**src/rtl/wp_pkg.sv**
```systemverilog
package wp_pkg;

  typedef enum logic [2:0] {
    OP_NONE     = 3'd0,
    OP_WREN     = 3'd1,
    OP_WRDI     = 3'd2,
    OP_WRITE    = 3'd3,
    OP_WRSR     = 3'd4,
    OP_SETALL   = 3'd5,
    OP_ERASEALL = 3'd6
  } op_e;

  typedef enum logic [1:0] {
    GUARD_NONE = 2'b00,
    GUARD_QTR  = 2'b01,
    GUARD_HALF = 2'b10,
    GUARD_ALL  = 2'b11
  } guard_e;

  typedef struct packed {
    guard_e guard;
    logic   wel;
    logic   wip;
  } stat_t;

  localparam int STAT_W = 8;

  function automatic logic is_modify(op_e op);
    return (op == OP_WRITE) || (op == OP_WRSR) ||
           (op == OP_SETALL) || (op == OP_ERASEALL);
  endfunction

endpackage

```
**src/rtl/wp_rst_sync.sv**
```systemverilog
module wp_rst_sync #(
  parameter int STAGES = 2
) (
  input  logic clk,
  input  logic rst_n_raw,
  output logic rst_n_sync
);
  logic [STAGES-1:0] sync_q;

  always_ff @(posedge clk or negedge rst_n_raw) begin
    if (!rst_n_raw) sync_q <= '0;
    else            sync_q <= {sync_q[STAGES-2:0], 1'b1};
  end

  assign rst_n_sync = sync_q[STAGES-1];
endmodule

```
**src/rtl/wp_op_decode.sv**
```systemverilog
module wp_op_decode
  import wp_pkg::*;
(
  input  logic cmd_wren,
  input  logic cmd_wrdi,
  input  logic cmd_write,
  input  logic cmd_wrsr,
  input  logic cmd_setall,
  input  logic cmd_eraseall,
  output op_e  op
);
  // Strobes are one-hot by contract; modifying strobes win if several rise.
  always_comb begin
    op = OP_NONE;
    if      (cmd_eraseall) op = OP_ERASEALL;
    else if (cmd_setall)   op = OP_SETALL;
    else if (cmd_wrsr)     op = OP_WRSR;
    else if (cmd_write)    op = OP_WRITE;
    else if (cmd_wrdi)     op = OP_WRDI;
    else if (cmd_wren)     op = OP_WREN;
  end
endmodule

```
**src/rtl/wp_zone_check.sv**
```systemverilog
module wp_zone_check
  import wp_pkg::*;
#(
  parameter int ADDR_W = 8
) (
  input  logic [ADDR_W-1:0] addr,
  input  guard_e            guard,
  output logic              addr_locked,
  output logic              any_locked
);
  localparam logic [ADDR_W:0] DEPTH_W   = (ADDR_W+1)'(1) << ADDR_W;
  localparam logic [ADDR_W:0] HALF_BASE = DEPTH_W >> 1;
  localparam logic [ADDR_W:0] QTR_BASE  = DEPTH_W - (DEPTH_W >> 2);

  logic [ADDR_W:0] addr_x;
  assign addr_x = {1'b0, addr};

  always_comb begin
    unique case (guard)
      GUARD_NONE: addr_locked = 1'b0;
      GUARD_QTR:  addr_locked = (addr_x >= QTR_BASE);
      GUARD_HALF: addr_locked = (addr_x >= HALF_BASE);
      GUARD_ALL:  addr_locked = 1'b1;
      default:    addr_locked = 1'b1;
    endcase
  end

  assign any_locked = (guard != GUARD_NONE);
endmodule

```
**src/rtl/wp_stat_regs.sv**
```systemverilog
module wp_stat_regs
  import wp_pkg::*;
#(
  parameter logic [1:0] GUARD_RST = 2'b00
) (
  input  logic       clk,
  input  logic       rst_n,
  input  op_e        op,
  input  logic       grant,
  input  logic       wr_done,
  input  logic [1:0] guard_in,
  output stat_t      stat_q
);
  logic   wel_en, wel_d;
  logic   wip_en, wip_d;
  logic   grd_en;
  guard_e grd_d;

  // Next-state
  always_comb begin
    wel_en = 1'b0;
    wel_d  = stat_q.wel;
    if (is_modify(op) && !stat_q.wip) begin
      wel_en = 1'b1;
      wel_d  = 1'b0;
    end else if (op == OP_WRDI) begin
      wel_en = 1'b1;
      wel_d  = 1'b0;
    end else if (op == OP_WREN) begin
      wel_en = 1'b1;
      wel_d  = 1'b1;
    end

    wip_en = 1'b0;
    wip_d  = stat_q.wip;
    if (grant) begin
      wip_en = 1'b1;
      wip_d  = 1'b1;
    end else if (wr_done && stat_q.wip) begin
      wip_en = 1'b1;
      wip_d  = 1'b0;
    end

    grd_en = grant && (op == OP_WRSR);
    grd_d  = guard_e'(guard_in);
  end

  // Registers
  always_ff @(posedge clk or negedge rst_n) begin
    if (!rst_n) begin
      stat_q.wel   <= 1'b0;
      stat_q.wip   <= 1'b0;
      stat_q.guard <= guard_e'(GUARD_RST);
    end else begin
      if (wel_en) stat_q.wel   <= wel_d;
      if (wip_en) stat_q.wip   <= wip_d;
      if (grd_en) stat_q.guard <= grd_d;
    end
  end
endmodule

```
**src/rtl/wp_status_ctrl.sv**
```systemverilog
module wp_status_ctrl
  import wp_pkg::*;
#(
  parameter int         ADDR_W      = 8,
  parameter int         SYNC_STAGES = 2,
  parameter logic [1:0] GUARD_RST   = 2'b00
) (
  input  logic              clk,
  input  logic              rst_n,
  input  logic              cmd_wren,
  input  logic              cmd_wrdi,
  input  logic              cmd_write,
  input  logic              cmd_wrsr,
  input  logic              cmd_setall,
  input  logic              cmd_eraseall,
  input  logic [ADDR_W-1:0] tgt_addr,
  input  logic [1:0]        guard_in,
  input  logic              wr_done,
  output logic              wr_grant,
  output logic              cmd_ignored,
  output logic [STAT_W-1:0] status_q
);
  localparam int PAD_W = STAT_W - $bits(stat_t);

  logic  rst_n_s;
  op_e   op;
  stat_t stat;
  logic  addr_locked, any_locked;
  logic  target_ok, modify;

  wp_rst_sync #(.STAGES(SYNC_STAGES)) u_rst (
    .clk(clk), .rst_n_raw(rst_n), .rst_n_sync(rst_n_s)
  );

  wp_op_decode u_dec (
    .cmd_wren(cmd_wren), .cmd_wrdi(cmd_wrdi), .cmd_write(cmd_write),
    .cmd_wrsr(cmd_wrsr), .cmd_setall(cmd_setall), .cmd_eraseall(cmd_eraseall),
    .op(op)
  );

  wp_zone_check #(.ADDR_W(ADDR_W)) u_zone (
    .addr(tgt_addr), .guard(stat.guard),
    .addr_locked(addr_locked), .any_locked(any_locked)
  );

  // Grant decision, same cycle as the strobe
  always_comb begin
    modify = is_modify(op);
    unique case (op)
      OP_WRITE:              target_ok = !addr_locked;
      OP_WRSR:               target_ok = 1'b1;
      OP_SETALL, OP_ERASEALL: target_ok = !any_locked;
      default:               target_ok = 1'b0;
    endcase
    wr_grant    = modify && !stat.wip && stat.wel && target_ok;
    cmd_ignored = modify && !wr_grant;
  end

  wp_stat_regs #(.GUARD_RST(GUARD_RST)) u_regs (
    .clk(clk), .rst_n(rst_n_s), .op(op), .grant(wr_grant),
    .wr_done(wr_done), .guard_in(guard_in), .stat_q(stat)
  );

  assign status_q = {{PAD_W{1'b0}}, stat};
endmodule

```
**config.mk**
```make
export PLATFORM = sky130hd
export DESIGN_NAME = wp_status_ctrl
export DESIGN_NICKNAME = d
export VERILOG_FILES = /design/src/rtl/wp_pkg.sv /design/src/rtl/wp_rst_sync.sv /design/src/rtl/wp_op_decode.sv /design/src/rtl/wp_zone_check.sv /design/src/rtl/wp_stat_regs.sv /design/src/rtl/wp_status_ctrl.sv
export SDC_FILE = /design/constraint.sdc
export NUM_CORES = 1
export LEC_CHECK = 0
export ABC_AREA = 1
export ABC_CLOCK_PERIOD_IN_PS = 1700
export CELL_PAD_IN_SITES_DETAIL_PLACEMENT = 0
export CELL_PAD_IN_SITES_GLOBAL_PLACEMENT = 1
export CORE_ASPECT_RATIO = 0.9
export CORE_MARGIN = 2
export CORE_UTILIZATION = 22
export CTS_CLUSTER_SIZE = 14
export DETAILED_ROUTE_END_ITERATION = 16
export PLACE_DENSITY_LB_ADDON = 0.1
export SYNTH_ARGS = -nofsm -noshare
export SYNTH_HDL_FRONTEND = slang
export SYNTH_HIERARCHICAL = 1
export SYNTH_SLANG_ARGS = --single-unit
```
**constraint.sdc**
```tcl
create_clock -name clk -period 1.7 [get_ports clk]
set_input_delay 0.34 -clock clk [delete_from_list [all_inputs] [get_ports clk]]
set_output_delay 0.34 -clock clk [all_outputs]
set_load 0.005 [all_outputs]
```
==> reports/qor.txt <==
Hold_buf cts - 0
Post-synthesis cell count - 70
Biggest area consumer among synthesized cells - dfrtp_1
RSZ-0062 raised after global routing - yes
Slowest cell on the critical path - a21oi_4
Average cell area after synthesis - 6.42 sq um
Main area contributors after synthesis - dfrtp_1 33%, inv_1 13%, nand2_1 13%
Post-synth top area share - 0.334
Yosys reg bits - 6
Worst setup startpoint - cmd_wrdi
Post-DRT Antenna Nets - 0
Share of power burned in registers - 0.369
Max-cap viol count - 0
Largest net degree at the start of global routing - 5
CP dominant cell by count - nand2_2
Placed cell areas - 717 sq um
Starting density of the core - 0.235
Syn-to-layout area delta - 77.7%
Post-Route WL - 1120 um
Setup Viol. Count Final - 2
Drt first pass iters - 4
Critical Path Max Stage Delay - 0.19 ns
Core area - 1910 sq um
Delay-heaviest family, CP - buffers and inverters
# clock sinks - 6
Gr usage total - 0.0997
Number of synthesized flops with an enable pin - 0
Cell Chain, Critical Path - buf_8, clkinv_4, nand2_4, nand2_2, nand2_2, a21oi_4, nand2_2, buf_4, nand4_1, nand2_1, a21oi_1, buf_2
Netlist cell types - 16
DRC - 0
Status - complete, but fails checks
Port Buffers - 18
Maximum VDD drop - 0.326 mV
Worst-path clk slew - 0.05 ns
CTS Buffer Depth - 2
Antenna violations before repair - 0
Leakage - 0.427 nW
Final Critical Period - 1.78 ns
Die ar. - 2420 sq um
Seq/Total Area, Yosys - 0.334
CTS tree - yes
Period utilization - 1.05
Crit Path Class - in2out
CP Max Fanout - 4
Share of post-route cells with drive strength above 1 - 0.375
Number of H-tree levels - 1
Post-route cell area - 798 sq um
Fin util - 0.417
Ys Warns - 6
CP Capture Type - output pin
Sw frac - 0.280
Fraction of registers with async set/reset - 1.00
HPWL Detailed - 895 um
Initial DRC Count - 4
# diodes - 0
# rows - 15
Fillcell total - 219
Min-delay worst type - reg2async
Launching point of the worst reg2reg path - u_regs/stat_q[2]
Internal cell power - 0.310 mW
Clock power share - 0.303
Count leader, synth - inv_1
GP Congestion - 0.760
First-pass GRT wire length - 1790 um
Final Hold Violating Endpoints - 0
Net Switching - 0.120 mW
Worst path arrival time - 1.44 ns
Die X - 51.6 um
F_max - 562 MHz
Die height - 46.9 um
Post-Syn Area - 449 sq um
Skew final - 0.000689 ns
Failing checks - negative setup slack
Inserted Clock Buffers - 3
Drt wl/cell - 8.71 um
Worst path required time - 1.36 ns
Total grt overflow - 0
Cell area power density - 539 nW/um^2
Comb power frac - 0.329
Vias in the first global route - 439
Clk_lat worst skew - 0.24 ns
Synth top cells by count - 16 x inv_1, 15 x nand2_1, 9 x nand3_1
Placed Cells - 122
Final worst slack - -0.0788 ns
Nets - 125
Via count - 504
Final Max Tran Viols - 0
Synth Flop Type - dfrtp_1
Setup TNS - -0.154 ns
Buf/Inv on CP - 4
Clock root buffer - clkbuf_4
Crit start category - primary input
Final Instance Count excl. Fillers - 129
IO Count - 29
DR vias/cell - 3.91
[path summary, 6_finish.rpt]
| check | slack, ns | to | cells past startpoint |
|---|---|---|---|
| hold reg to reg | 0.05 | u_regs/stat_q[2] | 0 |
| max in group asynchronous | 1.31 | u_rst/sync_q[1] | 1 |
| hold / removal | 0.05 | u_regs/stat_q[2] | 0 |
| setup / recovery | -0.08 | cmd_ignored | 12 |
| setup reg to reg | 0.22 | u_regs/stat_q[2] | 10 |
| min in group clk | 0.37 | u_rst/sync_q[1] | 0 |
[worst register-to-register path, stage by stage, from the launching register on]
cell	delay [ns]
dfrtp_1	0.41
or2_1	0.21
inv_1	0.05
nand4_1	0.08
nand2_1	0.09
nand3_1	0.07
inv_1	0.07
buf_4	0.12
nand4_4	0.12
nand2_1	0.08
o21ai_1	0.06
[cell families (layout without fill, tap and decap cells)]
group,count (synthesis),in the layout,share of synthesized area
flops,6,6,0.334
buf+inv,21,52,0.209
other cells,2,5,0.0167
simple gates,31,31,0.315
compound gates,10,10,0.125
[placed cells by master (no fill, tap or decap), drive strengths merged]
cell type / instances
nand4: 2
o21ai: 6
dlygate4sd2: 2
dfrtp: 6
or2: 1
nor2: 4
clkinv: 1
clkbuf: 4
buf: 20
conb: 5
nand2: 15
inv: 16
clkdlybuf4s50: 9
a21oi: 3
o21bai: 1
nand3: 9
[power groups by stage]
| stage | combinational [mW] | clock (mW) | sequential [mW] |
|---|---|---|---|
| final | 0.141 | 0.130 | 0.158 |
| after detailed placement | 0.124 | 0 | 0.161 |
| after global routing | 0.158 | 0.142 | 0.160 |
| after CTS | 0.134 | 0.132 | 0.159 |
| after global placement | 0.124 | 0 | 0.160 |
| after floorplan | 0.0561 | 0 | 0.160 |
[what timing repair did]
item | CTS | global route
setup buffers | 3 | 1
gates resized for setup | 40 | 9
pin swaps | 13 | 10
hold endpoints to repair | 0 | 0
endpoints found under the setup margin | 5 | 4
[per-layer routing]
metal / GRT usage / part of all wire / wire, um / up-vias
li1: - / - / - / 279
met1: 0.140 / 0.48 / 536 / 213
met2: 0.151 / 0.47 / 532 / 12
met3: 0.0255 / 0.048 / 54 / 0
met4: 0.0316 / 0 / 0 / 0
met5: 0 / 0 / 0 / -
[sequential cells by signal (all words and copies together) (netlist names)]
register / flops
u_rst/sync_q: 2
u_regs/stat_q: 4
[cell type report]
class,instances,area (sq um),area share
multi-input cells,46,260,0.326
well taps,25,31.3,0.0392
clock buffers,3,22.5,0.0282
repair buffers,32,265,0.332
flip-flops and latches,6,150,0.188
inverters,17,68.8,0.0862
[through the flow]
step / hold WS, ns / power [mW] / setup slack (ns)
after detailed placement: 0.0592 / 0.285 / -0.833
final: 0.0540 / 0.430 / -0.0788
after floorplan: 0.0403 / 0.216 / 0.0538
after global routing: 0.0702 / 0.460 / -0.203
after global placement: 0.0569 / 0.284 / -0.851
after CTS: 0.0608 / 0.424 / -0.118
(Power assumes the default switching activity.)
